[src/rtl/gpio_atomic_pkg.sv]
package gpio_atomic_pkg;

   localparam int NUM_RW = 6;
   localparam int IDX_W  = 5;

   typedef enum logic [IDX_W-1:0] {
      RG_OUT   = 5'd0,
      RG_OE    = 5'd1,
      RG_IE    = 5'd2,
      RG_AUXOA = 5'd3,
      RG_AUXOB = 5'd4,
      RG_AUXI  = 5'd5,
      RG_LVL   = 5'd6,
      RG_RISE  = 5'd7,
      RG_FALL  = 5'd8,
      RG_MAP0  = 5'd16
   } reg_idx_e;

endpackage

[src/rtl/gpio_in_sync.sv]
module gpio_in_sync #(
   parameter int W      = 16,
   parameter int STAGES = 2
) (
   input  logic         clk,
   input  logic         rst_n,
   input  logic [W-1:0] pin_in,
   output logic [W-1:0] lvl,
   output logic [W-1:0] rise,
   output logic [W-1:0] fall
);
   // chain[0..STAGES-1]: synchronizer, chain[STAGES]: previous level
   logic [STAGES:0][W-1:0] chain;

   generate
      if (STAGES < 2) begin : g_bad_stages
         $error("gpio_in_sync needs at least two synchronizer stages");
      end
   endgenerate

   always_ff @(posedge clk or negedge rst_n) begin
      if (!rst_n) chain <= '0;
      else        chain <= {chain[STAGES-1:0], pin_in};
   end

   assign lvl  = chain[STAGES-1];
   assign rise = chain[STAGES-1] & ~chain[STAGES];
   assign fall = ~chain[STAGES-1] & chain[STAGES];
endmodule

[src/rtl/gpio_bank_regs.sv]
module gpio_bank_regs
   import gpio_atomic_pkg::*;
#(
   parameter int              BANK_W         = 16,
   parameter logic [BANK_W-1:0] KEEP_MASK    = '1,
   parameter bit              EDGE_BEATS_CLR = 1'b1
) (
   input  logic                          clk,
   input  logic                          rst_n,
   input  logic                          wr_en,
   input  logic [IDX_W-1:0]              reg_idx,
   input  logic [2*BANK_W-1:0]           wdata,
   input  logic [BANK_W-1:0]             rise_evt,
   input  logic [BANK_W-1:0]             fall_evt,
   output logic [NUM_RW-1:0][BANK_W-1:0] feat_q,
   output logic [BANK_W-1:0]             rise_sts,
   output logic [BANK_W-1:0]             fall_sts
);
   logic [BANK_W-1:0] set_v, clr_v;
   logic [BANK_W-1:0] rise_clr, fall_clr, rise_new, fall_new;
   logic [BANK_W-1:0] rise_nxt, fall_nxt;

   assign set_v = wdata[BANK_W-1:0] & KEEP_MASK;
   assign clr_v = wdata[2*BANK_W-1:BANK_W];

   always_ff @(posedge clk or negedge rst_n) begin
      if (!rst_n) begin
         feat_q <= '0;
      end else if (wr_en) begin
         for (int f = 0; f < NUM_RW; f++) begin
            if (reg_idx == IDX_W'(f)) feat_q[f] <= (feat_q[f] | set_v) & ~clr_v;
         end
      end
   end

   assign rise_clr = (wr_en && reg_idx == RG_RISE) ? set_v : '0;
   assign fall_clr = (wr_en && reg_idx == RG_FALL) ? set_v : '0;
   assign rise_new = rise_evt & KEEP_MASK;
   assign fall_new = fall_evt & KEEP_MASK;

   generate
      if (EDGE_BEATS_CLR) begin : g_edge_first
         assign rise_nxt = (rise_sts & ~rise_clr) | rise_new;
         assign fall_nxt = (fall_sts & ~fall_clr) | fall_new;
      end else begin : g_clr_first
         assign rise_nxt = (rise_sts | rise_new) & ~rise_clr;
         assign fall_nxt = (fall_sts | fall_new) & ~fall_clr;
      end
   endgenerate

   always_ff @(posedge clk or negedge rst_n) begin
      if (!rst_n) begin
         rise_sts <= '0;
         fall_sts <= '0;
      end else begin
         rise_sts <= rise_nxt;
         fall_sts <= fall_nxt;
      end
   end
endmodule

[src/rtl/gpio_evt_map.sv]
module gpio_evt_map #(
   parameter int               NPINS     = 32,
   parameter int               MAP_W     = 4,
   parameter int               GRP_PINS  = 8,
   parameter logic [NPINS-1:0] RSVD_MASK = '0
) (
   input  logic                          clk,
   input  logic                          rst_n,
   input  logic                          wr_en,
   input  logic [$clog2(NPINS/GRP_PINS)-1:0] grp_idx,
   input  logic [GRP_PINS*MAP_W-1:0]     wdata,
   output logic [NPINS*MAP_W-1:0]        map_q
);
   localparam int NGRP  = NPINS / GRP_PINS;
   localparam int GRP_W = GRP_PINS * MAP_W;

   logic [NPINS*MAP_W-1:0] keep_all;

   generate
      for (genvar p = 0; p < NPINS; p++) begin : g_keep
         assign keep_all[p*MAP_W +: MAP_W] = RSVD_MASK[p] ? '0 : '1;
      end
   endgenerate

   always_ff @(posedge clk or negedge rst_n) begin
      if (!rst_n) begin
         map_q <= '0;
      end else if (wr_en) begin
         for (int g = 0; g < NGRP; g++) begin
            if (int'(grp_idx) == g)
               map_q[g*GRP_W +: GRP_W] <= wdata & keep_all[g*GRP_W +: GRP_W];
         end
      end
   end
endmodule

[src/rtl/gpio_atomic_ctl.sv]
module gpio_atomic_ctl
   import gpio_atomic_pkg::*;
#(
   parameter int               NPINS          = 32,
   parameter int               BANK_W         = 16,
   parameter int               ADDR_W         = 8,
   parameter int               SYNC_STAGES    = 2,
   parameter int               MAP_W          = 4,
   parameter int               GRP_PINS       = 8,
   parameter logic [NPINS-1:0] RSVD_MASK      = 32'hE080_0000,
   parameter bit               EDGE_BEATS_CLR = 1'b1
) (
   input  logic                     clk,
   input  logic                     rst_n,
   input  logic [ADDR_W-1:0]        bus_addr,
   input  logic                     bus_wr,
   input  logic [2*BANK_W-1:0]      bus_wdata,
   input  logic                     bus_rd,
   output logic [2*BANK_W-1:0]      bus_rdata,
   input  logic [NPINS-1:0]         pad_in,
   output logic [NPINS-1:0]         pad_out,
   output logic [NPINS-1:0]         pad_oe,
   output logic [NPINS*MAP_W-1:0]   evt_sel
);
   localparam int DATA_W    = 2 * BANK_W;
   localparam int NBANKS    = NPINS / BANK_W;
   localparam int NGRP      = NPINS / GRP_PINS;
   localparam int GRP_IDX_W = $clog2(NGRP);
   localparam int GRP_W     = GRP_PINS * MAP_W;
   localparam int FIDX_W    = $clog2(NUM_RW);
   localparam logic [NPINS-1:0] KEEP_ALL = ~RSVD_MASK;

   generate
      if (NBANKS != 2 || NBANKS * BANK_W != NPINS) begin : g_bad_banks
         $error("gpio_atomic_ctl expects exactly two equal banks");
      end
      if (ADDR_W != 8) begin : g_bad_addr
         $error("gpio_atomic_ctl decodes an 8-bit byte address");
      end
      if (GRP_W != DATA_W || NGRP * GRP_PINS != NPINS) begin : g_bad_map
         $error("event-map groups must fill one data word each");
      end
   endgenerate

   // address decode
   logic              aligned, bank_sel, map_hit;
   logic [IDX_W-1:0]  reg_idx;
   logic [GRP_IDX_W-1:0] grp_idx;

   assign aligned  = (bus_addr[1:0] == 2'b00);
   assign bank_sel = bus_addr[ADDR_W-1];
   assign reg_idx  = bus_addr[ADDR_W-2:2];
   assign map_hit  = aligned && !bank_sel &&
                     (reg_idx >= RG_MAP0) && (reg_idx < IDX_W'(int'(RG_MAP0) + NGRP));
   assign grp_idx  = GRP_IDX_W'(reg_idx - RG_MAP0);

   // per-bank state
   logic [NBANKS-1:0][NUM_RW-1:0][BANK_W-1:0] feat_all;
   logic [NPINS-1:0] lvl_all, rise_evt, fall_evt;
   logic [NPINS-1:0] rise_sts_all, fall_sts_all;

   gpio_in_sync #(.W(NPINS), .STAGES(SYNC_STAGES)) u_sync (
      .clk    (clk),
      .rst_n  (rst_n),
      .pin_in (pad_in),
      .lvl    (lvl_all),
      .rise   (rise_evt),
      .fall   (fall_evt)
   );

   generate
      for (genvar b = 0; b < NBANKS; b++) begin : g_bank
         logic bank_wr;
         assign bank_wr = bus_wr && aligned && (int'(bank_sel) == b);

         gpio_bank_regs #(
            .BANK_W         (BANK_W),
            .KEEP_MASK      (KEEP_ALL[b*BANK_W +: BANK_W]),
            .EDGE_BEATS_CLR (EDGE_BEATS_CLR)
         ) u_bank (
            .clk      (clk),
            .rst_n    (rst_n),
            .wr_en    (bank_wr),
            .reg_idx  (reg_idx),
            .wdata    (bus_wdata),
            .rise_evt (rise_evt[b*BANK_W +: BANK_W]),
            .fall_evt (fall_evt[b*BANK_W +: BANK_W]),
            .feat_q   (feat_all[b]),
            .rise_sts (rise_sts_all[b*BANK_W +: BANK_W]),
            .fall_sts (fall_sts_all[b*BANK_W +: BANK_W])
         );

         assign pad_out[b*BANK_W +: BANK_W] = feat_all[b][RG_OUT];
         assign pad_oe[b*BANK_W +: BANK_W]  = feat_all[b][RG_OE] &
                                              ~feat_all[b][RG_AUXOA] &
                                              ~feat_all[b][RG_AUXOB];
      end
   endgenerate

   gpio_evt_map #(
      .NPINS     (NPINS),
      .MAP_W     (MAP_W),
      .GRP_PINS  (GRP_PINS),
      .RSVD_MASK (RSVD_MASK)
   ) u_map (
      .clk     (clk),
      .rst_n   (rst_n),
      .wr_en   (bus_wr && map_hit),
      .grp_idx (grp_idx),
      .wdata   (bus_wdata),
      .map_q   (evt_sel)
   );

   // read path
   logic [NPINS-1:0]  lvl_kept;
   logic [BANK_W-1:0] bank_lvl, bank_rise, bank_fall;
   logic [DATA_W-1:0] rd_next;

   assign lvl_kept  = lvl_all & KEEP_ALL;
   assign bank_lvl  = bank_sel ? lvl_kept[BANK_W +: BANK_W]     : lvl_kept[0 +: BANK_W];
   assign bank_rise = bank_sel ? rise_sts_all[BANK_W +: BANK_W] : rise_sts_all[0 +: BANK_W];
   assign bank_fall = bank_sel ? fall_sts_all[BANK_W +: BANK_W] : fall_sts_all[0 +: BANK_W];

   always_comb begin
      rd_next = '0;
      if (map_hit) begin
         rd_next = evt_sel[grp_idx*GRP_W +: GRP_W];
      end else if (aligned) begin
         if (reg_idx < IDX_W'(NUM_RW))
            rd_next = {{BANK_W{1'b0}}, feat_all[bank_sel][reg_idx[FIDX_W-1:0]]};
         else if (reg_idx == RG_LVL)
            rd_next = {{BANK_W{1'b0}}, bank_lvl};
         else if (reg_idx == RG_RISE)
            rd_next = {{BANK_W{1'b0}}, bank_rise};
         else if (reg_idx == RG_FALL)
            rd_next = {{BANK_W{1'b0}}, bank_fall};
      end
   end

   always_ff @(posedge clk or negedge rst_n) begin
      if (!rst_n)      bus_rdata <= '0;
      else if (bus_rd) bus_rdata <= rd_next;
   end
endmodule

[config.mk]
export PLATFORM = sky130hd
export DESIGN_NAME = gpio_atomic_ctl
export DESIGN_NICKNAME = d
export VERILOG_FILES = /design/src/rtl/gpio_atomic_pkg.sv /design/src/rtl/gpio_in_sync.sv /design/src/rtl/gpio_bank_regs.sv /design/src/rtl/gpio_evt_map.sv /design/src/rtl/gpio_atomic_ctl.sv
export SDC_FILE = /design/constraint.sdc
export NUM_CORES = 1
export LEC_CHECK = 0
export BUFFER_PORTS_ARGS = -buffer_cell sky130_fd_sc_hd__buf_2
export CORE_UTILIZATION = 38
export CTS_BUF_LIST = sky130_fd_sc_hd__clkbuf_8
export DETAILED_ROUTE_END_ITERATION = 6
export PLACE_DENSITY = 0.57
export SETUP_SLACK_MARGIN = 0.02
export SYNTH_ARGS = -nofsm -noshare
export SYNTH_HDL_FRONTEND = slang
export SYNTH_SLANG_ARGS = --single-unit
[constraint.sdc]
create_clock -name clk -period 1.6 [get_ports clk]
set_input_delay 0.32 -clock clk [delete_from_list [all_inputs] [get_ports clk]]
set_output_delay 0.32 -clock clk [all_outputs]
set_load 0.02 [all_outputs]
==> reports/summary.txt, run 1 <==
Worst path required time: 1280 ps
Core area: 0.0530 mm²
Peak VDD IR: 569 µV
Rel. slew slack: 53.6%
Final instance area: 0.0303 mm²
Family with the most delay on the worst path: flip-flops
Setup Viol. Count Final: 216
Status: finished, violations left
Leak: 14.3 nW
Synth Area in Simple Gates: 5.14%
Final Max Tran Viols: 0
Die width: 234 µm
WL/cell: 25.4 µm
Clock Tree Root: clkbuf_8
Mapped cell area: 0.0205 mm²
IO buf count: 279
Ys Warns: 0
GRT Util Overall: 26.3%
Syn avg cell area: 12.5 µm²
Final nets: 2315
Placed inst area: 0.0241 mm²
Crit path buf inv count: 3
I/O pins: 300
Fin crit share: 121%
Initial DRC Count: 1424
Drt first pass iters: 5
Share of cells above drive strength 1: 51.6%
CP Launch Type: flop
Unique masters post-synth: 50
Failing checks: setup timing
Reg clk slew, reported paths: 60 ps
Rows: 84
Crit. End Element: output port
CTS max path bufs: 3
Slowest-stage cell, CP: dfrtp_1
Grt total ovfl: 0
Total die area: 0.0549 mm²
Adder-cell share of the synthesized area: 0%
Worst hold path class: input port to flop
Area contributors post-synth: dfrtp_1, a21oi_1, mux4_2
Initial Utilization: 38.7%
Ys flop type: dfrtp_1
XOR/XNOR share of the synthesized area: 0%
Final worst-path setup slack: -339 ps
Largest net degree at the start of global routing: 55
List of most frequent post-synthesis cells: dfrtp_1, a21oi_1, mux2_2
Main combinational cell family by area after synthesis: multiplexers
Most used cell, CP: buf_6
Post-synthesis register bit count: 476
Area delta synth->final: 47.9%
Setup skew after layout: 28.4 ps
Power Density: 942 mW/mm²
Period minus WS final: 1940 ps
Post-route insts no fill: 2997
TritonCTS clock tree: done
CP max stage delay: 390 ps
Die Span Y: 234 µm
Number of buffers created by CTS: 83
Most common cell in the synthesized netlist: dfrtp_1
Clock tree sinks: 476
Worst slew pin tran: 696 ps
Syn Inst Count: 1636
Post-synthesis compound-gate area fraction: 15.0%
Pre-CTS setup slack: -891 ps
Post-synthesis sequential area ratio: 58.1%
WP data arrival: 1620 ps
Max Cap Violations: 0
Htree depth: 3
Post-synth EDFFs: 0
First-pass GRT wire length: 107000 µm
Detailed placer's ending HPWL: 47100 µm
Area share of the largest cell type after synthesis: 58.1%
Fmax: 0.516 GHz
Setup TNS: -28240 ps
WS Path Type: flop to output port
FFs w/ async S/R, synth: 100%
Placed cells: 2629
Via count: 16700
Fin. Hold Viols: 0
Area leader, netlist: dfrtp_1
Residual DRC: 0
Initial antenna violation count: 3
DRT Wirelength: 76000 µm
Vias in the first global route: 16700
Multiplexer area fraction after synthesis: 16.4%
Routed vias/inst: 5.57
Antenna Nets Post-Route: 0
Crit-path cells: buf_6 > nor3b_4 > buf_6 > buf_6
Max FO, Critical Path: 2
Clk_lat worst skew: 680 ps
RSZ-0062 raised after global routing: yes
RD Place Congestion: 0.846
where the power goes:
part	total [mW]	internal [mW]	switching, mW
Combinational	3.43	1.58	1.84
Clock	12.2	7.00	5.24
Sequential	12.9	12.5	0.387
Total	28.6	21.1	7.47
cells by family (layout without fill, tap and decap cells):
logic type,Yosys count,count (layout)
buffers and inverters,230,885
flip-flops,476,476
other,1,19
multiplexers,225,225
AO/OA/AOI/OAI,524,524
AND/OR/NAND/NOR,180,180
placed cells by master, fill, tap and decap left out, types with 25 or more instances in the layout:
cell type and count:
dfrtp_1 467, buf_4 287, a21oi_1 279, buf_6 188, clkbuf_8 114, buf_2 107
a21oi_2 77, mux4_2 76, mux2_4 68, inv_1 66, mux2_2 61, nand2_1 49
buf_12 49, dlygate4sd3_1 33, a22o_1 28, nor2b_1 25
worst register-to-register path, stage by stage (launching register included):
cell and delay, ps:
dfrtp_1 390, buf_4 140, mux4_2 460, mux2_4 290
o2111ai_2 170, buf_4 160, o211ai_1 90
state kept, by name (all words and copies together), names as in the netlist:
name	cells
bus_rdata	32
g_bank.u_bank.fall_sts	28
g_bank.u_bank.feat_q	192
g_bank.u_bank.rise_sts	28
u_map.map_q	112
u_sync.chain	56
u_sync.lvl	28
metrics by stage:
| step | hold slack [ps] | utilization (%) | power, mW |
|---|---|---|---|
| detailed placement | 182 | 45.5 | 15.7 |
| global placement | 175 | 45.5 | 15.7 |
| CTS | 0.555 | 54.7 | 28.6 |
| finish | 53.0 | 57.3 | 28.6 |
| global route | 35.2 | 57.3 | 29.6 |
| floorplan | 24.4 | - | 14.4 |
routing by layer:
metal,vias to the layer above,track usage [%],routed length [µm]
li1,7148,-,-
met1,8679,36.4,32100
met2,699,41.3,36200
met3,157,4.64,5330
met4,0,9.50,2350
met5,-,0,0
timing repair:
action                                  in CTS  in global routing
pin swaps                                   33                 89
gates cloned                                 6                 17
hold buffers                                33                  0
buffers inserted                           127                 35
endpoints found under the setup margin     306                325
gates resized for setup                    469                200
endpoints found under the hold margin      248                  0
final timing paths:
path / slack (ps) / end / start / cells after the start
min in group asynchronous: 90 / g_bank[0].u_bank.feat_q[86]$_DFFE_PN0P_ / rst_n / 2
min: 50 / g_bank[1].u_bank.feat_q[92]$_DFFE_PN0P_ / bus_wdata[28] / 2
max: -340 / pad_oe[28] / g_bank[1].u_bank.feat_q[76]$_DFFE_PN0P_ / 4
min reg2reg: 340 / u_sync.lvl[8]$_DFF_PN0_ / u_sync.chain[8]$_DFF_PN0_ / 0
max in group asynchronous: 720 / g_bank[0].u_bank.feat_q[35]$_DFFE_PN0P_ / rst_n / 4
max reg2reg: -200 / bus_rdata[14]$_DFFE_PN0P_ / g_bank[1].u_bank.feat_q[62]$_DFFE_PN0P_ / 6
final cells by class:
class,count,area (µm²)
fillers,4239,22600
flip-flops and latches,476,11900
multi-input cells,945,8870
repair buffers,688,6650
clock buffers,114,1570
well taps,688,861
clock inverters,38,280
inverters,45,169
diodes,3,7.51
Power figures use the tool's default switching activity.
==> inputs of run 2 (changes only) <==
--- a/config.mk
+++ b/config.mk
@@ -5,6 +5,7 @@
 export SDC_FILE = /design/constraint.sdc
 export NUM_CORES = 1
 export LEC_CHECK = 0
+export ABC_AREA = 1
 export BUFFER_PORTS_ARGS = -buffer_cell sky130_fd_sc_hd__buf_2
 export CORE_UTILIZATION = 38
 export CTS_BUF_LIST = sky130_fd_sc_hd__clkbuf_8
==> run 2 against run 1 <==
- the flow still finishes with violations (setup timing)
- worst setup slack got worse by 30 ps
- sequential share of layout area increased by 1.3 points
- count of clock-buffer cells in the layout decreased by 4
- clock skew decreased by 6.6 ps
- area after synthesis increased by 0.75%
- sequential power about the same
==> reports/summary.txt, run 2 <==
Worst path required time: 1280 ps
Syn avg cell area: 8.87 µm²
Reg clk slew, reported paths: 60 ps
RSZ-0062 raised after global routing: yes
R2R setup slack: 90 ps
Final nets: 3040
Ys flop type: dfrtp_1
CTS max path bufs: 3
Failing checks: setup timing
Initial DRC Count: 1776
Die Span Y: 235 µm
Pre-CTS setup slack: -308 ps
Post-synthesis register bit count: 476
Total die area: 0.0553 mm²
Biggest regs: g_bank.u_bank.feat_q x192, u_map.map_q x112, u_sync.chain x56
Worst slew pin tran: 550 ps
Most frequent cells in the layout: nand2_1, dfrtp_1, buf_4, o21ai_0, a21oi_1
Max reg flops: 192
Max FO, Critical Path: 3
Setup skew after layout: 21.8 ps
Clk_lat worst skew: 690 ps
Htree depth: 3
Pwr Total: 28.8 mW
Fmax: 0.508 GHz
Power Density: 979 mW/mm²
Unique masters post-synth: 32
I/O pins: 300
Setup TNS: -6970 ps
Most common cell in the synthesized netlist: nand2_1
Core area: 0.0538 mm²
Fin. Hold Viols: 0
Period minus WS final: 1970 ps
Final worst-path setup slack: -369 ps
Number of buffers created by CTS: 84
WS Path Type: flop to output port
Routed vias/inst: 5.31
Ys Warns: 0
Post-synthesis sequential area ratio: 57.7%
Area share of the largest cell type after synthesis: 57.7%
TritonCTS clock tree: done
Leading cell type in the layout, fill and taps excluded: nand2_1
Mapped cell area: 0.0207 mm²
HP Start: bus_wdata[21]
Peak VDD IR: 597 µV
Area contributors post-synth: dfrtp_1, nand2_1, o21ai_0
Die width: 235 µm
RD Place Congestion: 0.948
WL/cell: 20.8 µm
R2r endpoint: bus_rdata[6]$_DFFE_PN0P_
IO buf count: 279
Reg-to-reg startpoint: g_bank[1].u_bank.feat_q[22]$_DFFE_PN0P_
Clock Tree Root: clkbuf_8
Antenna Nets Post-Route: 0
Fin crit share: 123%
Share of cells above drive strength 1: 30.3%
Detailed placer's ending HPWL: 52900 µm
Setup Viol. Count Final: 37
Residual DRC: 0
Crit. End Element: output port
Placed cells: 3326
Worst hold path class: input port to flop
Rel. slew slack: 63.3%
WP data arrival: 1650 ps
Via count: 19800
WHS Endpoint: g_bank[0].u_bank.feat_q[69]$_DFFE_PN0P_
CP Launch Type: flop
Syn Inst Count: 2330
Leak: 14.4 nW
Initial Utilization: 38.4%
DRT Wirelength: 77500 µm
List of most frequent post-synthesis cells: nand2_1, dfrtp_1, o21ai_0
Hold Crit Depth: 2
Final Max Tran Viols: 0
Rows: 85
Reg with most FFs: g_bank.u_bank.feat_q
GRT Util Overall: 27.9%
First-pass GRT wire length: 117000 µm
Post-synth EDFFs: 0
Drt first pass iters: 7
Area leader, netlist: dfrtp_1
FFs w/ async S/R, synth: 100%
Largest net degree at the start of global routing: 98
Initial antenna violation count: 7
Post-route insts no fill: 3733
WHS: 35.7 ps
Status: finished, violations left
Area delta synth->final: 42.2%
Clock tree sinks: 476
Vias in the first global route: 19200
Grt total ovfl: 0
R2R depth: 10
Fillers: 4812
Max Cap Violations: 0
-- run 2: cell types whose count changed in the layout (fill, tap and decap cells not counted), sizes merged, moves of 27 or more --
cell / change
a2bb2oi: +34
nand2: +533
nor2b: -27
nand3: +87
a22oi: +58
a21oi: -110
mux4: -76
nor2: +77
o2bb2ai: -28
nand4: +37
o21ai: +245
inv: +92
mux2: -129
buf: +53
-- run 2: layout make-up --
type	instances	area (µm²)	area share, %
tap	696	871	2.96
inverter	140	526	1.79
antenna	4	10.0	0.0341
clock inverter	45	335	1.14
sequential	476	11900	40.6
clock buffer	110	1510	5.15
timing repair buffer	740	6640	22.6
multi-input combinational	1522	7560	25.7
-- run 2: how the worst max path moves through the flow --
stage                                                  from  slack (ps)  cells after the start                                      end
floorplan                                       bus_addr[1]          40                      8              u_map.map_q[84]$_DFFE_PN0P_
global placement                                bus_addr[1]        -320                     10  g_bank[1].u_bank.feat_q[86]$_DFFE_PN0P_
detailed placement                              bus_addr[1]        -310                      9  g_bank[1].u_bank.feat_q[88]$_DFFE_PN0P_
CTS                 g_bank[0].u_bank.feat_q[66]$_DFFE_PN0P_        -360                      3                                pad_oe[2]
global route        g_bank[0].u_bank.feat_q[50]$_DFFE_PN0P_        -390                      3                                pad_oe[2]
finish              g_bank[0].u_bank.feat_q[50]$_DFFE_PN0P_        -370                      3                                pad_oe[2]
-- run 2: logic make-up after synthesis --
family / after synthesis / share of synthesized area (%)
buffers and inverters: 347 / 7.43
and+or+nand+nor: 853 / 17.2
AOI/OAI and AO/OA: 653 / 17.7
DFF: 476 / 57.7
other: 1 / 0.0182
-- run 2: power by group --
part           switching [mW]  total, mW  leakage, nW  internal (mW)
clock network            5.32       12.2         1.03           6.87
registers               0.356       12.9         5.86           12.5
logic                    2.16       3.71         7.48           1.55
total                    7.83       28.8         14.4           20.9
-- run 2: stage by stage --
stage                     instance area (µm²)  utilization [%]
after CTS                               29100             54.1
final                                   29400             54.6
after global routing                    29400             54.6
after detailed placement                24400             45.3
after global placement                  24400             45.3
after floorplan                         20700                -
-- run 2: critical path: stages (launching register included) --
cell and delay (ps):
dfrtp_1 420, nor3b_2 230, buf_4 190, buf_6 120
-- run 2: timing repair --
item | 4_1_cts | 5_1_grt
hold buffers | 43 | 0
endpoints found under the setup margin | 195 | 89
gates resized for setup | 367 | 18
pin swaps | 27 | 18
buffers inserted | 182 | 28
hold endpoints to repair | 477 | 0
-- run 2: routing by layer --
| metal | vias up | track usage (%) | part of all wire [%] |
|---|---|---|---|
| li1 | 9044 | - | - |
| met1 | 9745 | 38.0 | 42 |
| met2 | 890 | 43.3 | 46 |
| met3 | 139 | 5.59 | 8.2 |
| met4 | 6 | 12.1 | 3.7 |
| met5 | - | 0 | 0.062 |
